==> src/rtl/mhf_pkg.sv <==
package mhf_pkg;

   // one byte folded into a left-shifting CRC register, data bit 0 first
   function automatic logic [31:0] crc_fold_lsb(input logic [31:0] c_in,
                                                input logic [7:0]  d,
                                                input logic [31:0] poly);
      logic [31:0] c;
      logic        fb;
      c = c_in;
      for (int b = 0; b < 8; b++) begin
         fb = c[31] ^ d[b];
         c  = {c[30:0], 1'b0} ^ (fb ? poly : 32'd0);
      end
      return c;
   endfunction

   // same fold with data bit 7 first
   function automatic logic [31:0] crc_fold_msb(input logic [31:0] c_in,
                                                input logic [7:0]  d,
                                                input logic [31:0] poly);
      logic [31:0] c;
      logic        fb;
      c = c_in;
      for (int b = 7; b >= 0; b--) begin
         fb = c[31] ^ d[b];
         c  = {c[30:0], 1'b0} ^ (fb ? poly : 32'd0);
      end
      return c;
   endfunction

endpackage

==> src/rtl/mhf_crc_engine.sv <==
module mhf_crc_engine #(
   parameter logic [31:0] POLY      = 32'h04C1_1DB7,
   parameter logic [31:0] INIT      = 32'hFFFF_FFFF,
   parameter bit          LSB_FIRST = 1'b1,
   parameter int          OUT_BITS  = 6
) (
   input  logic                clk,
   input  logic                rst_n,
   input  logic                restart,
   input  logic                step,
   input  logic [7:0]          din,
   output logic [OUT_BITS-1:0] top_bits
);
   import mhf_pkg::*;

   logic [31:0] crc_q;
   logic [31:0] seed;
   logic [31:0] crc_nxt;

   assign seed = restart ? INIT : crc_q;

   generate
      if (LSB_FIRST) begin : g_lsb
         assign crc_nxt = crc_fold_lsb(seed, din, POLY);
      end else begin : g_msb
         assign crc_nxt = crc_fold_msb(seed, din, POLY);
      end
   endgenerate

   always_ff @(posedge clk or negedge rst_n) begin
      if (!rst_n)    crc_q <= INIT;
      else if (step) crc_q <= crc_nxt;
   end

   assign top_bits = crc_nxt[31 -: OUT_BITS];

endmodule

==> src/rtl/mhf_frame_tracker.sv <==
module mhf_frame_tracker #(
   parameter int ADDR_BYTES = 6,
   parameter int CFG_W      = 115
) (
   input  logic                    clk,
   input  logic                    rst_n,
   input  logic                    sof,
   input  logic                    byte_vld,
   input  logic [7:0]              byte_data,
   input  logic [CFG_W-1:0]        cfg_in,
   output logic                    take,
   output logic                    restart,
   output logic                    last,
   output logic [8*ADDR_BYTES-1:0] addr_nxt,
   output logic [CFG_W-1:0]        cfg_q
);
   localparam int ADDR_W = 8 * ADDR_BYTES;
   localparam int CW     = $clog2(ADDR_BYTES + 1);

   logic [CW-1:0]     cnt_q;
   logic [ADDR_W-1:0] addr_q;
   logic              busy;

   assign busy     = (cnt_q != '0) && (cnt_q < CW'(ADDR_BYTES));
   assign take     = byte_vld & (sof | busy);
   assign restart  = byte_vld & sof;
   assign last     = take & ~sof & (cnt_q == CW'(ADDR_BYTES - 1));
   assign addr_nxt = {addr_q[ADDR_W-9:0], byte_data};

   always_ff @(posedge clk or negedge rst_n) begin
      if (!rst_n) begin
         cnt_q  <= '0;
         addr_q <= '0;
         cfg_q  <= '0;
      end else begin
         if (take) begin
            cnt_q  <= sof ? CW'(1) : cnt_q + CW'(1);
            addr_q <= addr_nxt;
         end
         if (restart) cfg_q <= cfg_in;
      end
   end

endmodule

==> src/rtl/mhf_verdict.sv <==
module mhf_verdict #(
   parameter int ADDR_W    = 48,
   parameter int HASH_BITS = 6
) (
   input  logic                    clk,
   input  logic                    rst_n,
   input  logic                    last,
   input  logic [ADDR_W-1:0]       addr,
   input  logic [HASH_BITS-1:0]    hash_idx,
   input  logic                    promisc,
   input  logic                    all_mc,
   input  logic                    hash_mc,
   input  logic [ADDR_W-1:0]       station,
   input  logic [(1<<HASH_BITS)-1:0] table_bits,
   output logic                    dec_vld,
   output logic                    dec_accept
);
   logic is_group;
   logic is_bcast;
   logic hit;
   logic own;
   logic keep;

   assign is_group = addr[ADDR_W-8];
   assign is_bcast = &addr;
   assign hit      = table_bits[hash_idx];
   assign own      = (addr == station);
   assign keep     = promisc | is_bcast |
                     (is_group ? (all_mc | (hash_mc & hit)) : own);

   always_ff @(posedge clk or negedge rst_n) begin
      if (!rst_n) begin
         dec_vld    <= 1'b0;
         dec_accept <= 1'b0;
      end else begin
         dec_vld    <= last;
         dec_accept <= last & keep;
      end
   end

endmodule

==> src/rtl/mcast_hash_filter.sv <==
module mcast_hash_filter #(
   parameter int          ADDR_BYTES = 6,
   parameter int          HASH_BITS  = 6,
   parameter logic [31:0] CRC_POLY   = 32'h04C1_1DB7,
   parameter logic [31:0] CRC_INIT   = 32'hFFFF_FFFF,
   parameter bit          LSB_FIRST  = 1'b1
) (
   input  logic                        clk,
   input  logic                        rst_n,
   input  logic                        sof,
   input  logic                        byte_vld,
   input  logic [7:0]                  byte_data,
   input  logic                        mode_promisc,
   input  logic                        mode_all_mc,
   input  logic                        mode_hash_mc,
   input  logic [8*ADDR_BYTES-1:0]     station_addr,
   input  logic [(1<<HASH_BITS)-1:0]   hash_table,
   output logic                        dec_vld,
   output logic                        dec_accept
);
   localparam int ADDR_W  = 8 * ADDR_BYTES;
   localparam int TABLE_N = 1 << HASH_BITS;
   localparam int CFG_W   = 3 + ADDR_W + TABLE_N;

   generate
      if (ADDR_BYTES < 2) begin : g_chk_bytes
         $error("mcast_hash_filter: ADDR_BYTES must be at least 2");
      end
      if (HASH_BITS < 1 || HASH_BITS > 8) begin : g_chk_hash
         $error("mcast_hash_filter: HASH_BITS must lie in 1..8");
      end
   endgenerate

   logic                 take;
   logic                 restart;
   logic                 last;
   logic [ADDR_W-1:0]    addr_nxt;
   logic [CFG_W-1:0]     cfg_in;
   logic [CFG_W-1:0]     cfg_q;
   logic [HASH_BITS-1:0] hash_idx;

   assign cfg_in = {mode_promisc, mode_all_mc, mode_hash_mc, station_addr, hash_table};

   mhf_frame_tracker #(
      .ADDR_BYTES (ADDR_BYTES),
      .CFG_W      (CFG_W)
   ) u_track (
      .clk       (clk),
      .rst_n     (rst_n),
      .sof       (sof),
      .byte_vld  (byte_vld),
      .byte_data (byte_data),
      .cfg_in    (cfg_in),
      .take      (take),
      .restart   (restart),
      .last      (last),
      .addr_nxt  (addr_nxt),
      .cfg_q     (cfg_q)
   );

   mhf_crc_engine #(
      .POLY      (CRC_POLY),
      .INIT      (CRC_INIT),
      .LSB_FIRST (LSB_FIRST),
      .OUT_BITS  (HASH_BITS)
   ) u_crc (
      .clk      (clk),
      .rst_n    (rst_n),
      .restart  (restart),
      .step     (take),
      .din      (byte_data),
      .top_bits (hash_idx)
   );

   mhf_verdict #(
      .ADDR_W    (ADDR_W),
      .HASH_BITS (HASH_BITS)
   ) u_verdict (
      .clk        (clk),
      .rst_n      (rst_n),
      .last       (last),
      .addr       (addr_nxt),
      .hash_idx   (hash_idx),
      .promisc    (cfg_q[CFG_W-1]),
      .all_mc     (cfg_q[CFG_W-2]),
      .hash_mc    (cfg_q[CFG_W-3]),
      .station    (cfg_q[TABLE_N +: ADDR_W]),
      .table_bits (cfg_q[TABLE_N-1:0]),
      .dec_vld    (dec_vld),
      .dec_accept (dec_accept)
   );

endmodule

==> config.mk <==
export PLATFORM = sky130hd
export DESIGN_NAME = mcast_hash_filter
export DESIGN_NICKNAME = d
export VERILOG_FILES = /design/src/rtl/mhf_pkg.sv /design/src/rtl/mhf_crc_engine.sv /design/src/rtl/mhf_frame_tracker.sv /design/src/rtl/mhf_verdict.sv /design/src/rtl/mcast_hash_filter.sv
export SDC_FILE = /design/constraint.sdc
export NUM_CORES = 1
export LEC_CHECK = 0
export CELL_PAD_IN_SITES_DETAIL_PLACEMENT = 1
export CELL_PAD_IN_SITES_GLOBAL_PLACEMENT = 1
export CORE_MARGIN = 2
export CORE_UTILIZATION = 46
export CTS_CLUSTER_DIAMETER = 30
export CTS_CLUSTER_SIZE = 20
export DETAILED_ROUTE_END_ITERATION = 16
export GPL_TIMING_DRIVEN = 0
export PLACE_DENSITY = 0.82
export SLEW_MARGIN = 20
export SYNTH_ARGS = -nofsm -noshare
export SYNTH_HDL_FRONTEND = slang
export SYNTH_SLANG_ARGS = --single-unit
==> constraint.sdc <==
create_clock -name clk -period 6.7 [get_ports clk]
set_input_delay 1.34 -clock clk [delete_from_list [all_inputs] [get_ports clk]]
set_output_delay 1.34 -clock clk [all_outputs]
set_load 0.1 [all_outputs]
==> metrics.txt <==
status completed; Total Nets Final 1,265; die width 149 um; Clock Tree Buf Depth 2; dpl cells 1,386; vias in the first global route 8,382; synth-to-layout area growth 23.0%; WHS 0.474 ns; async set or reset register ratio after synthesis 1.00; hpwl dp 19.7 mm; Arr. time, crit path 4.75 ns; chip height 149 um; Yosys top cell area share 0.416; clk sink count 192; Hold Path Sink u_track.cfg_q[29]$_DFFE_PN0P_; Initial Util 0.473; most area-hungry cell type in the Yosys netlist dfrtp_1; post-synth cell types 45; DRC viols 0; CTS tree done; Post-synth EDFFs 0; Worst Setup End Kind register; main combinational cell family by area after synthesis simple AND/OR/NAND/NOR gates; worst hold start u_track.cfg_q[29]$_DFFE_PN0P_; number of DRC markers in iteration 0 443; slew margin rel. 0.354; largest net degree at the start of global routing 97; die area 0.0221 mm^2; most frequent cell after synthesis nand2_1; Mapped Cells 993; critical path class in2reg; Final Hold Vio Count 0; initial antenna violation count 0; post-synthesis adder-cell area fraction 0.00390; routability cong. 0.817; Final Cell Area 0.0119 mm^2; top cells by count, synth 378 x nand2_1, 160 x dfrtp_1, 77 x xnor2_1; Worst EP required 7.01 ns; Antenna Violating Nets Remaining 0; RSZ-0062 raised after global routing no; IO buf count 121; ys flop type dfrtp_1; Critical R2R Launch u_crc.crc_q[29]$_DFFE_PN1P_; WL per Instance 19.5 um; type of origin of the critical path input port; Tcrit/Tclk final 0.663; Sw Pwr 2410 uW; setup violators final 0; Compound-Gate Fraction of Synth Area 0.0355; TritonCTS Buffers 17; Multi-input gate area 0.00447 mm^2; syn_area_per_cell 9.70 um^2; post-synthesis mux area share 0.0977; Clock Latency Late Sink 0.45 ns; register area share after synthesis 0.503; fill count 2,271; H-Tree Depth 4; DRT Wirelength 27.7 mm; Cell Int Power 3610 uW; Comb power frac 0.514; first-pass GRT wire length 44.4 mm; minimum clock period after layout 4.45 ns; pins over their slew limit 0; Final Non-Filler Cells 1,420; worst reg2reg setup slack 3.28 ns; root buf cell clkbuf_16; LEAKAGE 0.00538 uW; GRT overflow 0; Hold Path Stages 2; Cell Area, Synth 0.00963 mm^2; synthesized flop and latch total 192; cell row count 52; GRT Overall Usage 0.264; fraction of layout cells with a size suffix above 1 0.122; clock skew 0.0112 ns; Least-Margin Pin Slew 0.966 ns; Hold Path Class reg2reg; reg2reg end u_verdict.dec_accept$_DFF_PN0_; final core occ 0.582; post-route setup TNS 0 ns; DRT Pass-1 Iters 5; Syn Nets 1,123; f_max 225 MHz; clock slew at reported path FFs 0.08 ns; post_cts resized 0; vias 7,606; Seq. cell area 0.00484 mm^2; Net Sw Frac 0.401; xor and xnor area share after synthesis 0.141; sequential share of power 0.310; routed vias/inst 5.36; Worst Reg-to-Reg Cells 9; Top Ports 129; power per cell area 508 mW/mm^2; Clk pwr share 0.176; hold buffers post-CTS 0; max-cap viol count 0; maximum vdd drop 0.260 mV; Yosys Warn Count 0; area of the core 0.0204 mm^2; Post-CTS Setup Repair Bufs 0; simple-gate share of the synthesized area 0.187; Placed Area 0.0112 mm^2; crit path max fanout 10; largest cells by area after synthesis dfrtp_1 42%, nand2_1 15%, dfstp_2 8.7%
[layout make-up]
class	count	share of cell area
Antenna cell	2	0.000422
Buffer	57	0.0225
Clock buffer	18	0.0362
Clock inverter	14	0.0149
Inverter	12	0.00380
Multi-Input combinational cell	732	0.378
Sequential cell	192	0.409
Tap cell	270	0.0285
Timing Repair Buffer	123	0.107
[registers in the layout, summed over array words and instances (netlist names)]
signal and count:
u_track.cnt_q 3, u_crc.crc_q 32, u_track.addr_q 40, u_track.cfg_q 115
u_verdict.dec_vld 1, u_verdict.dec_accept 1
[cell usage in the layout (no fill, tap or decap), drive strengths merged, types with 10 or more instances in the layout]
master / instances
clkbuf: 59
nor2: 38
clkdlybuf4s50: 120
mux2: 45
inv: 17
dfrtp: 160
mux2i: 19
buf: 19
nand2: 378
nand4: 15
nor4: 13
dfstp: 32
xnor2: 81
o21ai: 43
xor2: 59
mux4: 10
[per-layer routing]
| layer | vias up | global-route usage | wire, um |
|---|---|---|---|
| met5 | - | 0 | 0 |
| met4 | 0 | 0.0986 | 673 |
| met3 | 53 | 0.0353 | 1060 |
| met2 | 196 | 0.437 | 13600 |
| met1 | 3875 | 0.356 | 12400 |
| li1 | 3482 | - | - |
[through the flow]
step / power [uW] / setup slack, ns
global route: 6360 / 2.04
finish: 6020 / 2.25
CTS: 6030 / 2.24
floorplan: 4100 / 2.96
detailed placement: 4910 / 1.84
global placement: 4770 / -3.84
[critical path: stages]
cell and delay (ns):
clkdlybuf4s50_1 0.60, and2_1 0.21, buf_4 0.21, nor2_1 0.09, xnor2_1 0.35, xnor2_1 0.30, clkbuf_1 0.56, mux4_1 0.42
o22a_1 0.22, a22o_1 0.22, o22ai_2 0.14, o41ai_1 0.09
[worst max path at each step]
stage / cells after the start / endpoint / from / slack (ns)
final: 12 / u_verdict.dec_accept$_DFF_PN0_ / sof / 2.25
after global placement: 1 / u_track.cfg_q[21]$_DFFE_PN0P_ / rst_n / -3.84
after detailed placement: 9 / u_track.cfg_q[71]$_DFFE_PN0P_ / sof / 1.84
after global routing: 9 / u_track.cfg_q[71]$_DFFE_PN0P_ / sof / 2.04
after floorplan: 9 / u_verdict.dec_accept$_DFF_PN0_ / byte_data[1] / 2.96
after CTS: 12 / u_verdict.dec_accept$_DFF_PN0_ / sof / 2.24
[power by group through the flow]
stage | clock network (uW) | registers (uW) | logic (uW)
floorplan | 0 | 1760 | 2340
global placement | 0 | 1840 | 2930
detailed placement | 0 | 1860 | 3050
CTS | 1070 | 1850 | 3110
global route | 1110 | 1890 | 3360
finish | 1060 | 1860 | 3090
[cell families after synthesis]
| group | count (synthesis) |
|---|---|
| compound gates | 59 |
| xor+xnor | 142 |
| fa+ha+maj | 3 |
| buf+inv | 69 |
| flops | 192 |
| mux | 74 |
| simple gates | 454 |
No activity file was read; power rests on OpenSTA's default activity.
